<file path="config.mk">
export PLATFORM = sky130hd
export DESIGN_NAME = irqc_top
export DESIGN_NICKNAME = d
export VERILOG_FILES = /design/src/rtl/irqc_pkg.sv /design/src/rtl/irqc_regs.sv /design/src/rtl/irqc_select.sv /design/src/rtl/irqc_top.sv
export SDC_FILE = /design/constraint.sdc
export NUM_CORES = 1
export LEC_CHECK = 0
export CELL_PAD_IN_SITES_DETAIL_PLACEMENT = 1
export CELL_PAD_IN_SITES_GLOBAL_PLACEMENT = 2
export CORE_MARGIN = 1.5
export CORE_UTILIZATION = 41
export CTS_CLUSTER_DIAMETER = 200
export CTS_CLUSTER_SIZE = 16
export DETAILED_ROUTE_END_ITERATION = 10
export DONT_BUFFER_PORTS = 1
export PLACE_DENSITY_LB_ADDON = 0.1
export SYNTH_ARGS = -nofsm -noshare
export SYNTH_HDL_FRONTEND = slang
export SYNTH_SLANG_ARGS = --single-unit
</file>
<file path="constraint.sdc">
create_clock -name clk -period 28.3 [get_ports clk]
set_clock_uncertainty 0.2 [all_clocks]
set_input_delay 5.66 -clock clk [delete_from_list [all_inputs] [get_ports clk]]
set_output_delay 5.66 -clock clk [all_outputs]
set_load 0.01 [all_outputs]
</file>
<file path="src/rtl/irqc_pkg.sv">
package irqc_pkg;
  localparam int DATA_W      = 32;
  localparam int ADDR_W      = 3;
  localparam int N_SRC       = 16;
  localparam int N_STD_REG   = 4;
  localparam int STD_REG_W   = 16;
  localparam int FIELD_W     = 4;
  localparam int FLD_PER_STD = STD_REG_W / FIELD_W;
  localparam int N_STD_FLD   = N_STD_REG * FLD_PER_STD;
  localparam int STD_IDX_W   = $clog2(N_STD_REG);
  localparam int CODE_W      = 12;
  localparam int EVT_W       = 11;
  localparam int LVL_W       = 4;
  localparam int CODE_STEP   = 'h20;
  localparam int EXT_BASE    = 'h200;
  localparam int INT_BASE    = 'h400;
  localparam int LVL_IDLE    = (1 << LVL_W) - 1;

  localparam logic [ADDR_W-1:0] A_PRIX = ADDR_W'(4);
  localparam logic [ADDR_W-1:0] A_MSET = ADDR_W'(5);
  localparam logic [ADDR_W-1:0] A_MCLR = ADDR_W'(6);
  localparam logic [ADDR_W-1:0] A_EVT  = ADDR_W'(7);

  // priority field used by each source; fields >= N_STD_FLD live in the extension register
  function automatic int src_field(input int idx);
    case (idx)
      0:                 return 0;
      1:                 return 1;
      2:                 return 2;
      3, 4, 5:           return 3;
      6, 7, 8, 9:        return 6;
      10:                return 4;
      11, 12:            return 5;
      13:                return N_STD_FLD;
      14:                return N_STD_FLD + 1;
      15:                return N_STD_FLD + 2;
      default:           return 0;
    endcase
  endfunction

  // fixed exception code of each internal source
  function automatic logic [CODE_W-1:0] src_code(input int idx);
    if (idx < 3)        return CODE_W'(INT_BASE + CODE_STEP * idx);
    else if (idx < 13)  return CODE_W'(INT_BASE + CODE_STEP * (idx + 1));
    else if (idx == 13) return CODE_W'('hB00);
    else if (idx == 14) return CODE_W'('hB80);
    else                return CODE_W'('hA00);
  endfunction

  function automatic logic [FIELD_W-1:0] field_pick(
      input logic [N_STD_REG*STD_REG_W-1:0] std_flat,
      input logic [DATA_W-1:0]              prix,
      input int                             f);
    if (f < N_STD_FLD)
      return std_flat[(f / FLD_PER_STD) * STD_REG_W
                      + STD_REG_W - FIELD_W * ((f % FLD_PER_STD) + 1) +: FIELD_W];
    else
      return prix[DATA_W - FIELD_W * (f - N_STD_FLD + 1) +: FIELD_W];
  endfunction

  // external encoded level: value LVL_IDLE yields priority 0 (no request)
  function automatic logic [LVL_W-1:0] ext_pri(input logic [LVL_W-1:0] lvl);
    return LVL_W'(LVL_IDLE) - lvl;
  endfunction

  function automatic logic [CODE_W-1:0] ext_code(input logic [LVL_W-1:0] lvl);
    return CODE_W'(EXT_BASE) + CODE_W'(CODE_STEP) * CODE_W'(lvl);
  endfunction
endpackage

</file>
<file path="src/rtl/irqc_regs.sv">
module irqc_regs
  import irqc_pkg::*;
(
  input  logic                       clk,
  input  logic                       rst_n,
  input  logic                       wr_en,
  input  logic [ADDR_W-1:0]          wr_addr,
  input  logic [DATA_W-1:0]          wr_data,
  input  logic [ADDR_W-1:0]          rd_addr,
  output logic [DATA_W-1:0]          rd_data,
  output logic [N_SRC-1:0]           src_mask,
  output logic [N_SRC*FIELD_W-1:0]   src_pri
);
  logic [STD_REG_W-1:0]           pri_q [N_STD_REG];
  logic [DATA_W-1:0]              prix_q;
  logic [DATA_W-1:0]              mask_q;
  logic [EVT_W-1:0]               evt_q;
  logic [N_STD_REG*STD_REG_W-1:0] std_flat;

  always_ff @(posedge clk or negedge rst_n) begin
    if (!rst_n) begin
      for (int r = 0; r < N_STD_REG; r++) pri_q[r] <= '0;
      prix_q <= '0;
      mask_q <= '0;
      evt_q  <= '0;
    end else if (wr_en) begin
      for (int r = 0; r < N_STD_REG; r++)
        if (wr_addr == ADDR_W'(r)) pri_q[r] <= wr_data[STD_REG_W-1:0];
      if (wr_addr == A_PRIX) prix_q <= wr_data;
      if (wr_addr == A_MSET) mask_q <= mask_q | wr_data;
      if (wr_addr == A_MCLR) mask_q <= mask_q & ~wr_data;
      if (wr_addr == A_EVT)  evt_q  <= wr_data[EVT_W-1:0];
    end
  end

  for (genvar r = 0; r < N_STD_REG; r++) begin : g_flat
    assign std_flat[r*STD_REG_W +: STD_REG_W] = pri_q[r];
  end

  for (genvar i = 0; i < N_SRC; i++) begin : g_srcpri
    assign src_pri[i*FIELD_W +: FIELD_W] = field_pick(std_flat, prix_q, src_field(i));
  end

  assign src_mask = mask_q[N_SRC-1:0];

  always_comb begin
    rd_data = '0;
    if (rd_addr < ADDR_W'(N_STD_REG)) begin
      rd_data[STD_REG_W-1:0] = pri_q[rd_addr[STD_IDX_W-1:0]];
    end else begin
      case (rd_addr)
        A_PRIX:         rd_data = prix_q;
        A_MSET, A_MCLR: rd_data = mask_q;
        A_EVT:          rd_data[EVT_W-1:0] = evt_q;
        default:        rd_data = '0;
      endcase
    end
  end
endmodule

</file>
<file path="src/rtl/irqc_select.sv">
module irqc_select
  import irqc_pkg::*;
(
  input  logic [N_SRC-1:0]         src_req,
  input  logic [N_SRC-1:0]         src_mask,
  input  logic [N_SRC*FIELD_W-1:0] src_pri,
  input  logic [LVL_W-1:0]         ext_lvl,
  output logic                     sel_valid,
  output logic [LVL_W-1:0]         sel_pri,
  output logic [CODE_W-1:0]        sel_code
);
  logic [FIELD_W-1:0] eff  [N_SRC];
  logic [CODE_W-1:0]  ctab [N_SRC];
  logic [LVL_W-1:0]   best_pri;
  logic [CODE_W-1:0]  best_code;

  for (genvar i = 0; i < N_SRC; i++) begin : g_eff
    assign eff[i]  = (src_req[i] && !src_mask[i]) ? src_pri[i*FIELD_W +: FIELD_W] : '0;
    assign ctab[i] = src_code(i);
  end

  // external request seeds the scan so it keeps ties; strict compare keeps lower index
  always_comb begin
    best_pri  = ext_pri(ext_lvl);
    best_code = ext_code(ext_lvl);
    for (int i = 0; i < N_SRC; i++) begin
      if (LVL_W'(eff[i]) > best_pri) begin
        best_pri  = LVL_W'(eff[i]);
        best_code = ctab[i];
      end
    end
  end

  assign sel_valid = (best_pri != '0);
  assign sel_pri   = best_pri;
  assign sel_code  = sel_valid ? best_code : '0;
endmodule

</file>
<file path="src/rtl/irqc_top.sv">
module irqc_top
  import irqc_pkg::*;
(
  input  logic              clk,
  input  logic              rst_n,
  input  logic              wr_en,
  input  logic [2:0]        wr_addr,
  input  logic [31:0]       wr_data,
  input  logic [2:0]        rd_addr,
  output logic [31:0]       rd_data,
  input  logic [15:0]       src_req,
  input  logic [3:0]        ext_lvl,
  output logic              irq_req,
  output logic [3:0]        irq_level,
  output logic [11:0]       irq_code
);
  logic [N_SRC-1:0]         src_mask;
  logic [N_SRC*FIELD_W-1:0] src_pri;
  logic                     sel_valid;
  logic [LVL_W-1:0]         sel_pri;
  logic [CODE_W-1:0]        sel_code;

  irqc_regs u_regs (
    .clk      (clk),
    .rst_n    (rst_n),
    .wr_en    (wr_en),
    .wr_addr  (wr_addr),
    .wr_data  (wr_data),
    .rd_addr  (rd_addr),
    .rd_data  (rd_data),
    .src_mask (src_mask),
    .src_pri  (src_pri)
  );

  irqc_select u_sel (
    .src_req   (src_req),
    .src_mask  (src_mask),
    .src_pri   (src_pri),
    .ext_lvl   (ext_lvl),
    .sel_valid (sel_valid),
    .sel_pri   (sel_pri),
    .sel_code  (sel_code)
  );

  always_ff @(posedge clk or negedge rst_n) begin
    if (!rst_n) begin
      irq_req   <= 1'b0;
      irq_level <= '0;
      irq_code  <= '0;
    end else begin
      irq_req   <= sel_valid;
      irq_level <= sel_pri;
      irq_code  <= sel_code;
    end
  end
endmodule

</file>
==> flow_summary.json <==
{
  "multiInputGateArea_mm2": 0.007266,
  "fin_area_mm2": 0.01314,
  "ys_seq_elements": 151,
  "dpl_worst_slack_ns": -0.8007,
  "max_freq_ghz": 0.03647,
  "drtPass1Iterations": 5,
  "ff2ff_path_depth": 125,
  "rows": 59,
  "status": "completed",
  "tns_ns": 0,
  "critical_path_class": "in -> reg",
  "gr-usage-met2_pct": 41.12,
  "hold_ws_ns": 0.3042,
  "ys_top_cells_by_area": "dfrtp_1, mux2_2, nand2_1",
  "fillCellCount": 2928,
  "cp_num_cells": 125,
  "vias": 9431,
  "place.detailed.hpwl_mm": 25.42,
  "area_growth_pct": 20.37,
  "grt_max_degree": 152,
  "clock_sinks": 151,
  "wl_per_cell_um": 22.34,
  "cts_root_buf": "clkbuf_16",
  "hp-start": "u_regs.pri_q[7]",
  "period_needed_ns": 27.42,
  "antenna_left": 0,
  "synth_top_area_share_pct": 34.63,
  "critPathLaunchType": "input pin",
  "crit_path_max_incr_delay_ns": 0.38,
  "yosysUniqueCellTypes": 94,
  "cp-end-kind": "flop",
  "leakage_nw": 5.462,
  "synthesis.area_mm2": 0.01091,
  "cp.required_ns": 28.39,
  "met3_usage_pct": 5.005,
  "grt_pass1_vias": 9904,
  "drt-vias-per-instance": 5.969,
  "clk_latency_ns": 0.43,
  "cp.arrival_ns": 27.51,
  "drt_iter0_drc": 599,
  "met1_usage_pct": 34.49,
  "hold_viol": 0,
  "core_area_mm2": 0.02606,
  "synth-seq-area-share_pct": 34.63,
  "regArea_mm2": 0.003779,
  "start_util_pct": 41.88,
  "layout.nets": 1327,
  "drt-total-wl_mm": 35.31,
  "yosysTopAreaCell": "dfrtp_1",
  "relSlewSlack_pct": 19.82,
  "io_buffers": 0,
  "finalCritPeriodShare_pct": 96.89,
  "cpMostUsedCell": "ha_1",
  "hp-class": "reg -> reg",
  "whs_path_depth": 1,
  "postSynth.topFlopCell": "dfrtp_1",
  "cpMaxStageDelayCell": "a211oi_4",
  "setup_ws_ns": 0.8795,
  "synth_edf_count": 0,
  "path_max_fanout": 8,
  "die_w_um": 166.1,
  "critical_path_buf_inv_count": 3,
  "syn_avg_cell_area_um2": 9.548,
  "max_cap_violations": 0,
  "grt_pass1_wl_mm": 55.44,
  "num_io_pins": 110,
  "place_congestion": 0.8766,
  "async_flop_share_pct": 100.0,
  "placed_cell_area_mm2": 0.01184,
  "top_usage_layer": "met2",
  "yosysMostFrequentCell": "dfrtp_1",
  "power_w": 0.002047,
  "dieArea_mm2": 0.02760,
  "clk_pin_slew_ns": 0.07,
  "slew_violations": 0,
  "htree_num_levels": 4,
  "path_delay_family": "compound AO/OA/AOI/OAI gates",
  "antenna_found_initial": 1,
  "die_h_um": 166.1,
  "ys_warn_count": 0,
  "netlist_instances": 1143,
  "route.detailed.drc": 0,
  "numCtsBuffers": 17,
  "track_usage_pct": 25.21,
  "worst_slew_pin_slew_ns": 1.194,
  "overflow": 0,
  "setup.worst_path.start": "src_req[0]",
  "power_density_mw_per_mm2": 155.8,
  "clockBufferDepth": 2,
  "cts_tree": "done",
  "final_layout_size_suffix_gt1_share_pct": 33.04,
  "setup_viol": 0,
  "yosys-top-cells-count": "dfrtp_1, mux2_2, nand2_1",
  "vdd_drop_max_uv": 150.2
}
metrics by stage:
stage,util (%),instances
2_1_floorplan,-,1147
3_3_place_gp,45.42,1519
3_5_place_dp,45.42,1519
4_1_cts,48.00,1552
5_1_grt,50.41,1580
6_report,50.41,1580
where the power goes:
part / internal, W / switching, W / total [W]
clock: 0.000134 / 0.000104 / 0.000238
sequential: 0.000273 / 0.0000490 / 0.000322
combinational: 0.000735 / 0.000752 / 0.00149
total: 0.00114 / 0.000905 / 0.00205
worst reg2reg max path, delay by kind of cell, from the launching register on:
family                   cells  cell delay, ns
AND/OR/NAND/NOR             34            4.02
AO/OA/AOI/OAI               60            9.74
multiplexers                12            3.15
buffers and inverters        3            0.39
adder cells (fa/ha/maj)     16            4.45
flip-flops                   1            0.53
kinds of logic after synthesis:
| group | share of synthesized area (%) |
|---|---|
| multiplexers | 19.00 |
| flip-flops | 34.63 |
| AND/OR/NAND/NOR | 15.83 |
| adder cells (fa/ha/maj) | 4.013 |
| XOR/XNOR | 0.8828 |
| other | 0.03436 |
| buffers and inverters | 3.554 |
| AO/OA/AOI/OAI | 22.06 |
metal layers:
metal	routed length (um)	vias up
met5	0	-
met4	511	0
met3	1464	33
met2	16880	153
met1	16450	4809
li1	-	4436
worst paths after layout:
path | slack (ns) | to
max | 0.88 | irq_code[8]
min in group asynchronous | 4.72 | u_regs.evt_q[1]
max reg2reg | 5.64 | irq_code[8]
min reg2reg | 0.30 | u_regs.pri_q[7]
min | 0.30 | u_regs.pri_q[7]
max in group asynchronous | 22.88 | u_regs.src_pri[27]
final cells by class:
cell class,instances,share of cell area [%]
Inverter,41,1.172
Multi-Input combinational cell,901,55.31
Tap cell,335,3.191
Timing Repair Buffer,119,6.867
Clock buffer,17,3.238
Antenna cell,1,0.01905
Clock inverter,15,1.438
Sequential cell,151,28.76
placed cells by master, fill, tap and decap left out, drive strengths merged, types with 16 or more instances in the layout:
cell type,count
o211ai,17
nand2,117
mux2,123
a31oi,51
inv,48
a21oi,78
nor2,55
mux2i,28
a211oi,16
and2,43
mux4,16
clkbuf,17
dfrtp,151
a22oi,18
ha,35
nor2b,38
o21ai,65
buf,119
timing repair:
item,4_1_cts,5_1_grt
hold buffers,0,0
resized for setup,12,106
buffers inserted,1,26
cloned,0,1
pin swaps,3,52
endpoints found under the hold margin,0,0
setup endpoints to repair,12,12
(Power assumes the default switching activity.)
